--- config.mk ---
export PLATFORM = sky130hd
export DESIGN_NAME = ivt_dual_timer
export DESIGN_NICKNAME = d
export VERILOG_FILES = /design/src/rtl/ivt_pkg.sv /design/src/rtl/ivt_prescaler.sv /design/src/rtl/ivt_counter.sv /design/src/rtl/ivt_timer.sv /design/src/rtl/ivt_clock_tick.sv /design/src/rtl/ivt_irq_bank.sv /design/src/rtl/ivt_dual_timer.sv
export SDC_FILE = /design/constraint.sdc
export NUM_CORES = 1
export LEC_CHECK = 0
export BUFFER_PORTS_ARGS = -buffer_cell sky130_fd_sc_hd__buf_2
export CAP_MARGIN = 20
export CORE_MARGIN = 3
export CORE_UTILIZATION = 30
export DETAILED_ROUTE_END_ITERATION = 8
export MAX_ROUTING_LAYER = met4
export PLACE_DENSITY = 0.48
export RECOVER_POWER = 25
export SLEW_MARGIN = 15
export SYNTH_ARGS = -nofsm -noshare
export SYNTH_HDL_FRONTEND = slang
export SYNTH_HIERARCHICAL = 1
export SYNTH_SLANG_ARGS = --single-unit
export TNS_END_PERCENT = 30
--- constraint.sdc ---
create_clock -name clk -period 15.6 [get_ports clk]
set_input_delay 3.12 -clock clk [delete_from_list [all_inputs] [get_ports clk]]
set_output_delay 3.12 -clock clk [all_outputs]
set_load 0.005 [all_outputs]
--- src/rtl/ivt_pkg.sv ---
// Package: shared widths, register offsets and the limit function for the
// dual interval timer block. Assumes exactly two timers share the map.
package ivt_pkg;
    localparam int DATA_W         = 8;
    localparam int CYC_W          = 8;
    localparam int SEL_W          = 3;
    localparam int BASE_SHIFT     = 9;
    localparam int LIMIT_W        = BASE_SHIFT + (1 << SEL_W);
    localparam int ACC_W          = LIMIT_W + 1;
    localparam int CLK_LOW_W      = 6;
    localparam int N_TIMERS       = 2;
    localparam int REGS_PER_TIMER = 3;
    localparam int ADDR_W         = 3;
    localparam int IRQ_W          = N_TIMERS + 1;

    localparam int OFS_CTRL = 0;
    localparam int OFS_CMP  = 1;
    localparam int OFS_DATA = 2;
    localparam logic [ADDR_W-1:0] ADDR_CLOCK = ADDR_W'(N_TIMERS * REGS_PER_TIMER);
    localparam logic [ADDR_W-1:0] ADDR_IRQ   = ADDR_W'(N_TIMERS * REGS_PER_TIMER + 1);

    typedef struct packed {
        logic [SEL_W-1:0] sel;
        logic             en;
    } ctrl_t;

    // Limit chosen by a select code: 2 for code 0, else 2^(BASE_SHIFT+code).
    function automatic logic [LIMIT_W-1:0] limit_of(input logic [SEL_W-1:0] sel);
        if (sel == '0)
            return LIMIT_W'(2);
        return LIMIT_W'(1) << (BASE_SHIFT + 32'(sel));
    endfunction
endpackage

--- src/rtl/ivt_prescaler.sv ---
// Prescaler accumulator: adds a cycle count per strobe while enabled and
// takes off one limit per clock when it reaches the limit, emitting a bump.
// Assumes the caller keeps counts small enough that the sum fits ACC_W.
module ivt_prescaler
    import ivt_pkg::*;
(
    input  logic             clk,
    input  logic             rst_n,
    input  logic             en,
    input  logic [SEL_W-1:0] sel,
    input  logic             clear,
    input  logic             step_valid,
    input  logic [CYC_W-1:0] step_cycles,
    output logic             bump
);
    logic [ACC_W-1:0] acc_q;
    logic [ACC_W-1:0] acc_d;
    logic [ACC_W-1:0] sum;
    logic [ACC_W-1:0] lim;
    logic             over;

    // Next accumulator value and whether a limit is crossed this cycle.
    always_comb begin
        lim  = ACC_W'(limit_of(sel));
        sum  = acc_q + ((en && step_valid) ? ACC_W'(step_cycles) : '0);
        over = en && (sum >= lim);
        bump = over && !clear;
        if (clear)
            acc_d = '0;
        else if (over)
            acc_d = sum - lim;
        else if (en)
            acc_d = sum;
        else
            acc_d = acc_q;
    end

    // Accumulator register.
    always_ff @(posedge clk) begin
        if (!rst_n)
            acc_q <= '0;
        else
            acc_q <= acc_d;
    end
endmodule

--- src/rtl/ivt_counter.sv ---
// Count register with compare-and-clear: advances on a bump, returns to 0
// and fires when the advanced value reaches the compare value. Software
// writes take priority over the advance; the fire pulse is still produced.
module ivt_counter
    import ivt_pkg::*;
(
    input  logic              clk,
    input  logic              rst_n,
    input  logic              bump,
    input  logic [DATA_W-1:0] cmp,
    input  logic              wr,
    input  logic [DATA_W-1:0] wdata,
    output logic [DATA_W-1:0] count,
    output logic              fire
);
    logic [DATA_W:0]   nxt;
    logic [DATA_W-1:0] count_d;

    // Advance, compare with one extra bit so 255+1 compares correctly.
    always_comb begin
        nxt  = {1'b0, count} + (DATA_W+1)'(1);
        fire = bump && (nxt >= {1'b0, cmp});
        if (wr)
            count_d = wdata;
        else if (fire)
            count_d = '0;
        else if (bump)
            count_d = nxt[DATA_W-1:0];
        else
            count_d = count;
    end

    // Count register.
    always_ff @(posedge clk) begin
        if (!rst_n)
            count <= '0;
        else
            count <= count_d;
    end
endmodule

--- src/rtl/ivt_timer.sv ---
// One interval timer: control and compare registers, a prescaler and a
// compare-and-clear counter. Enable and select in effect are the values held
// before a same-cycle control write; that write also clears the accumulator.
module ivt_timer
    import ivt_pkg::*;
(
    input  logic              clk,
    input  logic              rst_n,
    input  logic              ctrl_wr,
    input  logic              cmp_wr,
    input  logic              data_wr,
    input  logic [DATA_W-1:0] wdata,
    input  logic              step_valid,
    input  logic [CYC_W-1:0]  step_cycles,
    output ctrl_t             ctrl_q,
    output logic [DATA_W-1:0] cmp_q,
    output logic [DATA_W-1:0] count,
    output logic              fire
);
    logic bump;

    // Control and compare registers.
    always_ff @(posedge clk) begin
        if (!rst_n) begin
            ctrl_q <= '0;
            cmp_q  <= '0;
        end else begin
            if (ctrl_wr)
                ctrl_q <= ctrl_t'(wdata[SEL_W:0]);
            if (cmp_wr)
                cmp_q <= wdata;
        end
    end

    ivt_prescaler u_pre (
        .clk         (clk),
        .rst_n       (rst_n),
        .en          (ctrl_q.en),
        .sel         (ctrl_q.sel),
        .clear       (ctrl_wr),
        .step_valid  (step_valid),
        .step_cycles (step_cycles),
        .bump        (bump)
    );

    ivt_counter u_cnt (
        .clk   (clk),
        .rst_n (rst_n),
        .bump  (bump),
        .cmp   (cmp_q),
        .wr    (data_wr),
        .wdata (wdata),
        .count (count),
        .fire  (fire)
    );
endmodule

--- src/rtl/ivt_clock_tick.sv ---
// Clock tick register: the low CLK_LOW_W bits count ticks and wrap, the
// upper bits only change on a software write, which beats a same-cycle tick.
module ivt_clock_tick
    import ivt_pkg::*;
(
    input  logic              clk,
    input  logic              rst_n,
    input  logic              wr,
    input  logic [DATA_W-1:0] wdata,
    input  logic              tick,
    output logic [DATA_W-1:0] value
);
    logic [CLK_LOW_W-1:0] low_inc;

    // Wrapping increment of the low field.
    always_comb low_inc = value[CLK_LOW_W-1:0] + CLK_LOW_W'(1);

    // Clock register update.
    always_ff @(posedge clk) begin
        if (!rst_n)
            value <= '0;
        else if (wr)
            value <= wdata;
        else if (tick)
            value <= {value[DATA_W-1:CLK_LOW_W], low_inc};
    end
endmodule

--- src/rtl/ivt_irq_bank.sv ---
// Sticky interrupt flags: set by events, cleared by write-one-to-clear;
// a set in the same cycle as a clear wins.
module ivt_irq_bank #(
    parameter int W = 3
) (
    input  logic         clk,
    input  logic         rst_n,
    input  logic [W-1:0] set,
    input  logic [W-1:0] clr,
    output logic [W-1:0] flags
);
    // Flag register with set priority.
    always_ff @(posedge clk) begin
        if (!rst_n)
            flags <= '0;
        else
            flags <= (flags & ~clr) | set;
    end
endmodule

--- src/rtl/ivt_dual_timer.sv ---
// Top: two interval timers, a clock tick register and sticky interrupts
// behind a flat 3-bit register port. Assumes the CPU supplies one strobe
// per retired instruction with that instruction's cycle count.
module ivt_dual_timer
    import ivt_pkg::*;
(
    input  logic              clk,
    input  logic              rst_n,
    input  logic              reg_wr,
    input  logic [ADDR_W-1:0] reg_addr,
    input  logic [DATA_W-1:0] reg_wdata,
    output logic [DATA_W-1:0] reg_rdata,
    input  logic              step_valid,
    input  logic [CYC_W-1:0]  step_cycles,
    input  logic              tick,
    output logic              irq_t0,
    output logic              irq_t1,
    output logic              irq_clk
);
    ctrl_t               tmr_ctrl [N_TIMERS];
    logic [DATA_W-1:0]   tmr_cmp  [N_TIMERS];
    logic [DATA_W-1:0]   tmr_data [N_TIMERS];
    logic [N_TIMERS-1:0] tmr_fire;
    logic [N_TIMERS-1:0] ctrl_wr;
    logic [N_TIMERS-1:0] cmp_wr;
    logic [N_TIMERS-1:0] data_wr;
    logic [DATA_W-1:0]   tick_val;
    logic                tick_wr;
    logic [IRQ_W-1:0]    irq_set;
    logic [IRQ_W-1:0]    irq_clr;
    logic [IRQ_W-1:0]    irq_q;

    for (genvar i = 0; i < N_TIMERS; i++) begin : g_tmr
        localparam int BASE = i * REGS_PER_TIMER;

        // Per-timer write decode.
        always_comb begin
            ctrl_wr[i] = reg_wr && (reg_addr == ADDR_W'(BASE + OFS_CTRL));
            cmp_wr[i]  = reg_wr && (reg_addr == ADDR_W'(BASE + OFS_CMP));
            data_wr[i] = reg_wr && (reg_addr == ADDR_W'(BASE + OFS_DATA));
        end

        ivt_timer u_tmr (
            .clk         (clk),
            .rst_n       (rst_n),
            .ctrl_wr     (ctrl_wr[i]),
            .cmp_wr      (cmp_wr[i]),
            .data_wr     (data_wr[i]),
            .wdata       (reg_wdata),
            .step_valid  (step_valid),
            .step_cycles (step_cycles),
            .ctrl_q      (tmr_ctrl[i]),
            .cmp_q       (tmr_cmp[i]),
            .count       (tmr_data[i]),
            .fire        (tmr_fire[i])
        );
    end

    // Clock register and interrupt register write decode.
    always_comb begin
        tick_wr = reg_wr && (reg_addr == ADDR_CLOCK);
        irq_clr = (reg_wr && (reg_addr == ADDR_IRQ)) ? reg_wdata[IRQ_W-1:0] : '0;
        irq_set = {tick, tmr_fire};
    end

    ivt_clock_tick u_clk (
        .clk   (clk),
        .rst_n (rst_n),
        .wr    (tick_wr),
        .wdata (reg_wdata),
        .tick  (tick),
        .value (tick_val)
    );

    ivt_irq_bank #(.W(IRQ_W)) u_irq (
        .clk   (clk),
        .rst_n (rst_n),
        .set   (irq_set),
        .clr   (irq_clr),
        .flags (irq_q)
    );

    // Combinational read mux over the register map.
    always_comb begin
        reg_rdata = '0;
        for (int i = 0; i < N_TIMERS; i++) begin
            if (reg_addr == ADDR_W'(i * REGS_PER_TIMER + OFS_CTRL))
                reg_rdata = {{(DATA_W-SEL_W-1){1'b0}}, tmr_ctrl[i]};
            if (reg_addr == ADDR_W'(i * REGS_PER_TIMER + OFS_CMP))
                reg_rdata = tmr_cmp[i];
            if (reg_addr == ADDR_W'(i * REGS_PER_TIMER + OFS_DATA))
                reg_rdata = tmr_data[i];
        end
        if (reg_addr == ADDR_CLOCK)
            reg_rdata = tick_val;
        if (reg_addr == ADDR_IRQ)
            reg_rdata = {{(DATA_W-IRQ_W){1'b0}}, irq_q};
    end

    // Interrupt outputs.
    always_comb begin
        irq_t0  = irq_q[0];
        irq_t1  = irq_q[1];
        irq_clk = irq_q[IRQ_W-1];
    end
endmodule

==> impl_results.md, run 1 <==
- IO Count: 35
- Die Ht: 173 um
- Number of vias per cell: roughly 5.3
- Data required time at the worst endpoint: 12.48 ns
- Most area-consuming cells after synthesis: dfxtp_1, ha_1, mux2i_1, xnor2_1, a21oi_1
- Cell Area, Synth: 0.00836 mm^2
- Core ar.: 0.0272 mm^2
- Die width: 173 um
- Non-Filler Instances: approximately 1400
- Worst min-delay path class: flop to flop
- Slew @ Worst Pin: 1.15 ns
- DPL Wire Length: 18100 um
- CTS Root Cell: clkbuf_16
- Detailed-route DRC error count: 0
- Asr flop ratio synth: 0%
- Tcrit/Tclk final: 51.4%
- ANT nets after route: 0
- Synth Register Bits: 87
- Max-cap violations: 0
- Crit-path max FO: 21
- Post-synth top area cell: dfxtp_1
- Hold_buf cts: 0
- Post-CTS Resized: 0
- FF-to-FF Start: g_tmr[0].u_tmr/ctrl_q[0]
- Endpoints failing setup: 0
- Slew margin rel.: between 20 and 25%
- Layout cells sized above 1: 9.40%
- Minimum clock period: roughly 8.0 ns
- PortBufs: 34
- Status: finished clean
- Netlist cell types: between 100 and 150
- Avg Synthesized Cell Area: about 8 um^2
- Post-Synthesis Cells: 1027
- Initial detailed-routing violation count: just under 500
- Synthesis-to-finish area growth: 8.98%
- Final Hold Vio Count: 0
- DR pass1 iterations: 5
- Setup TNS: 0 ns
- Synth Warn #: 6
- Vias in the first global route: 7261
- Maximum number of pins on one net before global-route repair: 44
- RD Place Congestion: around 0.85
- Top cells by count, synth: dfxtp_1, ha_1, nor2_1
- Setup crit start: reg_addr[0]
- Setup CP Type: input pin to output pin
- GRT Residual Overflow: 0
- Achievable frequency: 125 MHz
- Initial core utilization: 30.8%
- VDD IR-drop max: 0.0499 mV
- Antenna violations before repair: 0
- Hold path startpoint: g_tmr[0].u_tmr/u_pre/acc_q[0]
- Clock Latency Late Sink: 0.35 ns
- Routed WL per cell: 16.7 um
- Routed wire length: 23900 um
- Ys flop type: dfxtp_1
- Htree depth: 3
- TritonCTS buffer count: 9
- Clk sinks: 87
- Clock-pin transition on the worst setup and hold timing paths: ~0.07 ns
- CP arrival: between 4 and 5 ns
- Crit. End Element: output pin
- Pins Over Slew Limit: 0
- First-pass GRT wire length: 38600 um
- Total global-route track usage: 16.1%
- Yosys top cell area share: 20.8%
- EDFF count, synth: 0
- Placed insts: 1409
- RSZ-0062 raised after global routing: no
- Clock tree buffer depth: 2
- Skew final: between 0.01 and 0.015 ns
- Die footprint: between 0.02 and 0.03 mm^2
- Total Power: 0.000556 W
- Number of cell rows: 60
- Sequential area share after synthesis: between 20% and 30%
- Pleak: 3.68 nW
- Vias: 7514
- CTS tree: yes
- Pwr/cell area: 61.1 mW/mm^2
- Antenna cell count: 0
- Most frequent cell after synthesis: dfxtp_1
- Crit start category: input pin
- Number of nets in the layout: 1147
- Post-CTS Setup Repair Bufs: 0
-- area by class of cell --
| class | count | area, um^2 |
|---|---|---|
| fillers | 2947 | 18100 |
| multi-input cells | 855 | 6210 |
| flip-flops and latches | 87 | 1740 |
| well taps | 372 | 465 |
| clock buffers | 11 | 233 |
| repair buffers | 41 | 213 |
| inverters | 54 | 203 |
| clock inverters | 5 | 42.5 |
-- power by group --
group	total, W	internal [W]	switching [W]
Sequential	0.000233	0.000227	0.00000639
Combinational	0.000111	0.0000444	0.0000671
Clock	0.000211	0.000110	0.000102
Total	0.000556	0.000381	0.000175
-- placed cells by master, fill, tap and decap left out, types with 25 or more instances in the layout --
cell type / Yosys / layout
nor2b_1: 35 / 35
xor2_1: 25 / 25
nand2_1: 63 / 63
mux2i_1: 49 / 49
dfxtp_1: 87 / 87
a21oi_1: 68 / 68
buf_2: 8 / 29
nand3_1: 38 / 38
xnor2_1: 40 / 40
nor2_1: 70 / 70
ha_1: 71 / 71
o21ai_0: 55 / 55
inv_1: 52 / 52
-- final timing paths --
path | to | slack (ns) | cells past startpoint
max | reg_rdata[2] | 7.59 | 4
min | g_tmr[0].u_tmr/u_pre/acc_q[0] | 0.47 | 2
max reg2reg | g_tmr[0].u_tmr/u_cnt/count[7] | 10.13 | 21
min reg2reg | g_tmr[0].u_tmr/u_pre/acc_q[0] | 0.47 | 2
-- logic make-up after synthesis --
kind of cell | count (synthesis) | share of synthesized area, %
AO/OA/AOI/OAI | 286 | 24.2
XOR/XNOR | 66 | 7.08
adder cells (fa/ha/maj) | 76 | 11.7
buffers and inverters | 95 | 5.30
flip-flops | 87 | 20.8
multiplexers | 54 | 6.93
other | 4 | 0.180
AND/OR/NAND/NOR | 359 | 23.7
-- per-stage QoR --
stage	hold slack [ns]	utilization, %	worst slack [ns]	cell area (um^2)
6_report	0.470	33.5	7.59	9110
5_1_grt	0.484	33.5	7.45	9110
4_1_cts	0.473	33.6	7.87	9120
3_5_place_dp	0.462	32.5	7.52	8840
3_3_place_gp	0.461	32.5	7.50	8840
2_1_floorplan	0.436	-	8.08	8400
-- worst max-delay path, cell delays in order --
cell,delay [ns]
clkbuf_1,0.70
mux4_2,0.65
mux2_4,0.29
buf_2,0.13
-- flip-flops by register name, summed over array words and instances (netlist names) --
name	cells
g_tmr.u_tmr/u_cnt/count	16
u_irq/flags	3
g_tmr.u_tmr/ctrl_q	8
g_tmr.u_tmr/u_pre/acc_q	36
u_clk/value	8
g_tmr.u_tmr/cmp_q	16
-- per-layer routing --
metal | vias to the layer above | share of wire, % | GRT usage [%]
met5 | - | 0 | -
met4 | 0 | 1.1 | 2.74
met3 | 20 | 3.7 | 2.61
met2 | 139 | 46 | 26.4
met1 | 3533 | 49 | 21.3
li1 | 3822 | - | -
(Power assumes the default switching activity.)
==> inputs of run 2 (changes only) <==
- PLACE_DENSITY: 0.48 -> 0.49
- clock period: 15.6 -> 6.65 ns (I/O delays scaled with it)
==> impl_results.md, run 2 (synthesis gave the netlist of run 1 again) <==
- Int Pwr: 0.000891 W (+130%)
- Worst min-delay path class: flop to flop
- Crit. End Element: flop
- Htree depth: 3 (unchanged)
- CTS Root Cell: clkbuf_16
- Vias in the first global route: 7569 (+4.2%)
- Setup CP Type: input pin to flop
- Hold_buf cts: 0 (unchanged)
- Data required time at the worst endpoint: 6.91 ns (-5.57 ns)
- CP cell instances: buf_2 -> and3_1 -> ha_1 -> fa_1 -> a21o_1 -> a21oi_1 -> o21bai_1 -> a2111o_1 -> nand3_1 -> nor2_1 -> xor2_1 -> ha_1 -> nand3_1 -> nor4_1 -> nand3_1 -> mux2i_2 -> o31ai_2 -> nor3_2 -> nand3b_1 -> o32ai_1
- Power share of the sequential group: 42.5% (+0.5 points)
- Vias: 7517 (+0.040%)
- Post-route cell area: 0.00912 mm^2 (+0.12%)
- Number of cell rows: 60 (unchanged)
- Crit start category: input pin
- Biggest regs: g_tmr.u_tmr/u_pre/acc_q: 36 flops, g_tmr.u_tmr/cmp_q: 16 flops, g_tmr.u_tmr/u_cnt/count: 16 flops
- TritonCTS buffer count: 9 (unchanged)
- Core ar.: 0.0272 mm^2 (unchanged)
- Number of vias per cell: 5.27 (-0.10%)
- Total global-route track usage: 16.3% (+0.18 points)
- Minimum clock period: 6.21 ns
- Synthesis-to-finish area growth: 9.12%
- Antenna violations before repair: 0 (unchanged)
- Final Hold Vio Count: 0 (unchanged)
- Initial detailed-routing violation count: 451 (-7.2%)
- DPL Wire Length: 18200 um (+0.69%)
- Slowest cell on crit path: nor4_1
- Crit-path most repeated cell: nand3_1
- PortBufs: 34 (unchanged)
- RSZ-0062 raised after global routing: no
- Switching Share: 30.9% (-0.60 points)
- Post-CTS Setup Repair Bufs: 0 (unchanged)
- Met1 wire length: 11500 um (-0.62%)
- Clk sinks: 87 (unchanged)
- ANT nets after route: 0 (unchanged)
- Number of nets in the layout: 1149 (+0.17%)
- Commonest non-fill, non-tap cell in the layout: dfxtp_1
- DR pass1 iterations: 7 (+2)
- Routed WL per cell: 16.6 um (-0.68%)
- Met3 routed WL: 821 um (-8.0%)
- DR WL met2: 11000 um (-1.1%)
- Die width: 173 um (unchanged)
- RD Place Congestion: 0.889 (+4.5%)
- Initial core utilization: 30.8% (unchanged)
- Tcrit/Tclk final: between 90% and 100%
- CP Buf/Inv Count: 1 (-1)
- Biggest register: g_tmr.u_tmr/u_pre/acc_q
- Skew final: 0.00484 ns (-0.00684 ns)
- First-pass GRT wire length: 39300 um (+1.7%)
- Detailed-route DRC error count: 0 (unchanged)
- Placed insts: 1410 (+0.071%)
- Number of flip-flops under the largest register name: 36 (unchanged)
- IO Count: 35 (unchanged)
- Antenna cell count: 0 (unchanged)
- DP Area: 0.00885 mm^2 (about the same)
- Die Ht: 173 um (unchanged)
- Routed wire length: 23700 um (-0.54%)
- Pleak: 3.69 nW (+0.26%)
- Pwr/cell area: 141 mW/mm^2 (+130%)
- Setup TNS: 0 ns (unchanged)
- Status: finished clean
- Layout cells sized above 1: 9.76% (+0.36 points)
- Achievable frequency: 161 MHz
- Pins Over Slew Limit: 0 (unchanged)
- Clock Latency Late Sink: 0.35 ns (about the same)
- Clock share of power: 37.1% (-0.9 points)
- Slew margin rel.: 34.2% (+12 points)
- Crit-path max FO: 16 (-24%)
- Non-Filler Instances: 1427 (+0.14%)
- Maximum number of pins on one net before global-route repair: 44 (unchanged)
- Top Layer Used: met4
- Most frequent cells in the layout: dfxtp_1, ha_1, nor2_1
- Clock tree buffer depth: 2 (unchanged)
- Net Switching: 0.000398 W (+130%)
- Gate power share: 20.4% (+0.4 points)
- Clock-pin transition on the worst setup and hold timing paths: 0.07 ns (about the same)
- Endpoints failing setup: 0 (unchanged)
- Slew @ Worst Pin: 0.984 ns (-0.168 ns)
- CP arrival: 6.47 ns (+1.58 ns)
- Worst path max stage delay: 0.58 ns (-0.12 ns)
- VDD IR-drop max: 0.100 mV (+100%)
- Max-cap violations: 0 (unchanged)
- GRT Residual Overflow: 0 (unchanged)
- Worst path top cell family by delay: simple AND/OR/NAND/NOR gates
- Post-CTS Resized: 0 (unchanged)
- Die footprint: 0.0299 mm^2 (unchanged)
- CTS tree: yes
==> run 2: cell count changes in the layout (fill, tap and decap cells not counted), sizes merged <==
cell	change
buf	+3
clkbuf	-1
clkinv	+1
inv	-1
==> run 2: path summary, 6_finish.rpt <==
path / start / endpoint / slack (ns) / cells after the start
worst max-delay path: step_valid / g_tmr[1].u_tmr/u_cnt/count[6] / 0.44 / 20
worst min register to register: g_tmr[0].u_tmr/u_pre/acc_q[0] / g_tmr[0].u_tmr/u_pre/acc_q[0] / 0.47 / 2
worst min-delay path: g_tmr[0].u_tmr/u_pre/acc_q[0] / g_tmr[0].u_tmr/u_pre/acc_q[0] / 0.47 / 2
worst max register to register: g_tmr[1].u_tmr/ctrl_q[0] / g_tmr[1].u_tmr/u_cnt/count[6] / 1.14 / 19
==> run 2: layout make-up <==
cell class | instances | area (um^2)
Multi-Input combinational cell | 855 | 6220
Fill cell | 2965 | 18100
Inverter | 54 | 203
Sequential cell | 87 | 1740
Tap cell | 372 | 465
Timing Repair Buffer | 43 | 226
Clock buffer | 11 | 233
Clock inverter | 5 | 35.0
==> run 2: layer usage <==
layer / track usage [%] / vias up
met5: - / -
met4: 4.39 / 0
met3: 2.26 / 29
met2: 26.6 / 159
met1: 21.2 / 3504
li1: - / 3825
==> run 2: stage by stage <==
step	setup slack, ns	total power (W)	utilization [%]	hold slack [ns]
after floorplan	0.919	0.000754	-	0.436
after global placement	0.0584	0.000823	32.6	0.454
after detailed placement	-0.164	0.000822	32.6	0.458
after CTS	0.191	0.00131	33.6	0.467
after global routing	0.132	0.00136	33.6	0.492
final	0.436	0.00129	33.6	0.466
==> run 2: tightest hold or removal path, delay by kind of cell (launching register included) <==
family	cells	cell delay, ns
compound gates	1	0.05
flops	1	0.32
simple gates	1	0.05
==> run 2: power by group through the flow <==
stage	Sequential [W]	Clock (W)	Combinational, W
floorplan	0.000554	0	0.000200
global placement	0.000560	0	0.000262
detailed placement	0.000560	0	0.000262
CTS	0.000548	0.000496	0.000263
global route	0.000550	0.000515	0.000293
finish	0.000548	0.000479	0.000263
==> inputs of run 3 (changes only) <==
==> constraint.sdc (replaced) <==
create_clock -name clk -period 6.65 [get_ports clk]
set_input_delay 1.33 -clock clk [delete_from_list [all_inputs] [get_ports clk]]
set_output_delay 1.33 -clock clk [all_outputs]
set_load 0.1 [all_outputs]
==> impl_results.md, run 3 (synthesis gave the netlist of run 1 again) <==
- Max-cap violations: 0 (unchanged)
- Die footprint: 0.0299 mm^2 (unchanged)
- TritonCTS buffer count: 9 (unchanged)
- Tcrit/Tclk final: 93.4% (about the same)
- Internal reg-to-reg setup slack: 1.14 ns (about the same)
- Number of flip-flops under the largest register name: 36 (unchanged)
- Commonest non-fill, non-tap cell in the layout: dfxtp_1
- Crit. End Element: flop
- Crit-path max FO: 16 (unchanged)
- CTS Root Cell: clkbuf_16
- Number of cell rows: 60 (unchanged)
- Worst path top cell family by delay: simple AND/OR/NAND/NOR gates
- Routed WL per cell: 16.6 um (about the same)
- Pleak: 3.69 nW (about the same)
- Clock-pin transition on the worst setup and hold timing paths: 0.07 ns (about the same)
- PortBufs: 34 (unchanged)
- Htree depth: 3 (unchanged)
- CP cell instances: buf_2 -> and3_1 -> ha_1 -> fa_1 -> a21o_1 -> a21oi_1 -> o21bai_1 -> a2111o_1 -> nand3_1 -> nor2_1 -> xor2_1 -> ha_1 -> nand3_1 -> nor4_1 -> nand3_1 -> mux2i_2 -> o31ai_2 -> nor3_2 -> nand3b_1 -> o32ai_1
- Most frequent cells in the layout: dfxtp_1, ha_1, nor2_1
- Number of nets in the layout: 1149 (unchanged)
- VDD IR-drop max: 0.100 mV (about the same)
- Hold_buf cts: 0 (unchanged)
- Worst path max stage delay: 0.58 ns (about the same)
- Vias in the first global route: 7569 (unchanged)
- Biggest register: g_tmr.u_tmr/u_pre/acc_q
- Pwr/cell area: 144 mW/mm^2 (+1.6%)
- Die width: 173 um (unchanged)
- Worst min-delay path class: flop to flop
- RD Place Congestion: 0.889 (unchanged)
- Slew margin rel.: 21.4% (-13 points)
- Final Hold Vio Count: 0 (unchanged)
- IO Count: 35 (unchanged)
- Die Ht: 173 um (unchanged)
- Antenna violations before repair: 0 (unchanged)
- Minimum clock period: 6.21 ns (-0.00215 ns)
- Slowest cell on crit path: nor4_1
- Reg2Reg Depth: 19 (unchanged)
- Total global-route track usage: 16.3% (unchanged)
- Routed wire length: 23800 um (about the same)
- Setup CP Type: input pin to flop
- FF-to-FF Start: g_tmr[1].u_tmr/ctrl_q[0]
- Initial detailed-routing violation count: 451 (unchanged)
- Achievable frequency: 161 MHz (about the same)
- First-pass GRT wire length: 39300 um (unchanged)
- Biggest regs: g_tmr.u_tmr/u_pre/acc_q: 36 flops, g_tmr.u_tmr/cmp_q: 16 flops, g_tmr.u_tmr/u_cnt/count: 16 flops
- CP endpoint: g_tmr[1].u_tmr/u_cnt/count[6]
- CP Buf/Inv Count: 1 (unchanged)
- Clk sinks: 87 (unchanged)
- Setup crit start: step_valid
- Vias: 7513 (-0.053%)
- Data required time at the worst endpoint: 6.90 ns (about the same)
- Slew @ Worst Pin: 1.18 ns (+0.200 ns)
- Synthesis-to-finish area growth: 9.10% (about the same)
- Endpoints failing setup: 0 (unchanged)
- Post-CTS Setup Repair Bufs: 0 (unchanged)
- Antenna cell count: 0 (unchanged)
- Detailed-route DRC error count: 0 (unchanged)
- DPL Wire Length: 18200 um (unchanged)
- Clock tree buffer depth: 2 (unchanged)
- Post-CTS Resized: 0 (unchanged)
- Hold path cells: 2 (unchanged)
- R2R Path End: g_tmr[1].u_tmr/u_cnt/count[6]
- CP arrival: 6.47 ns (about the same)
- Clock Latency Late Sink: 0.35 ns (about the same)
- CTS tree: yes
- Initial core utilization: 30.8% (unchanged)
- DR pass1 iterations: 6 (-1)
- Crit-path most repeated cell: nand3_1
- Layout cells sized above 1: 9.67% (-0.095 points)
- Skew final: 0.00478 ns (-0.0000628 ns)
- Maximum number of pins on one net before global-route repair: 44 (unchanged)
- ANT nets after route: 0 (unchanged)
- Hold slack: 0.466 ns (-0.00000700 ns)
- Total Power: 0.00131 W (+1.6%)
- Pins Over Slew Limit: 0 (unchanged)
- RSZ-0062 raised after global routing: no
- GRT Residual Overflow: 0 (unchanged)
- Levels on crit path: 20 (unchanged)
- Crit start category: input pin
- Number of vias per cell: 5.26 (about the same)
- Status: finished clean
- Core ar.: 0.0272 mm^2 (unchanged)
[run 3: worst min path at each step]
stage / start / end / slack [ns]
after detailed placement: g_tmr[0].u_tmr/u_pre/acc_q[0] / g_tmr[0].u_tmr/u_pre/acc_q[0] / 0.46
final: g_tmr[0].u_tmr/u_pre/acc_q[0] / g_tmr[0].u_tmr/u_pre/acc_q[0] / 0.47
after global routing: g_tmr[0].u_tmr/u_pre/acc_q[0] / g_tmr[0].u_tmr/u_pre/acc_q[0] / 0.49
after floorplan: g_tmr[0].u_tmr/u_pre/acc_q[0] / g_tmr[0].u_tmr/u_pre/acc_q[0] / 0.44
after CTS: g_tmr[0].u_tmr/u_pre/acc_q[0] / g_tmr[0].u_tmr/u_pre/acc_q[0] / 0.47
after global placement: g_tmr[0].u_tmr/u_pre/acc_q[0] / g_tmr[0].u_tmr/u_pre/acc_q[0] / 0.45
[run 3: final cells by class]
cell class | count | area (um^2)
clock buffer | 11 | 233
clock inverter | 5 | 35.0
fill | 2966 | 18100
inverter | 54 | 203
multi-input combinational | 855 | 6220
sequential | 87 | 1740
tap | 372 | 465
timing repair buffer | 43 | 225
[run 3: worst register-to-register path: cells and delay by family, from the launching register on]
| family | cells | cell delay [ns] |
|---|---|---|
| muxes | 1 | 0.21 |
| and+or+nand+nor | 8 | 2.23 |
| AOI/OAI and AO/OA | 6 | 1.42 |
| adders and majority gates | 3 | 0.99 |
| xor gates and xnor gates | 1 | 0.16 |
| DFF | 1 | 0.40 |
[run 3: report_power, final]
part	internal, W	total [W]	switching (W)
registers	0.000533	0.000548	0.0000154
logic	0.000105	0.000283	0.000178
clock network	0.000254	0.000479	0.000225
total	0.000891	0.00131	0.000418
[run 3: metrics by stage]
stage,area (um^2),instances,worst slack (ns),setup TNS [ns],util [%]
6_report,9120,1427,0.438,0,33.6
3_5_place_dp,8850,1410,-0.164,-1.19,32.6
2_1_floorplan,8400,1037,0.919,0,-
3_3_place_gp,8850,1410,0.0584,0,32.6
4_1_cts,9120,1426,0.191,0,33.6
5_1_grt,9120,1427,0.132,0,33.6
[run 3: per-layer routing]
| metal | global-route usage, % | vias up | part of all wire (%) |
|---|---|---|---|
| met4 | 4.39 | 0 | 1.7 |
| met5 | - | - | 0 |
| met1 | 21.2 | 3510 | 49 |
| met3 | 2.26 | 29 | 3.3 |
| met2 | 26.6 | 150 | 46 |
| li1 | - | 3824 | - |
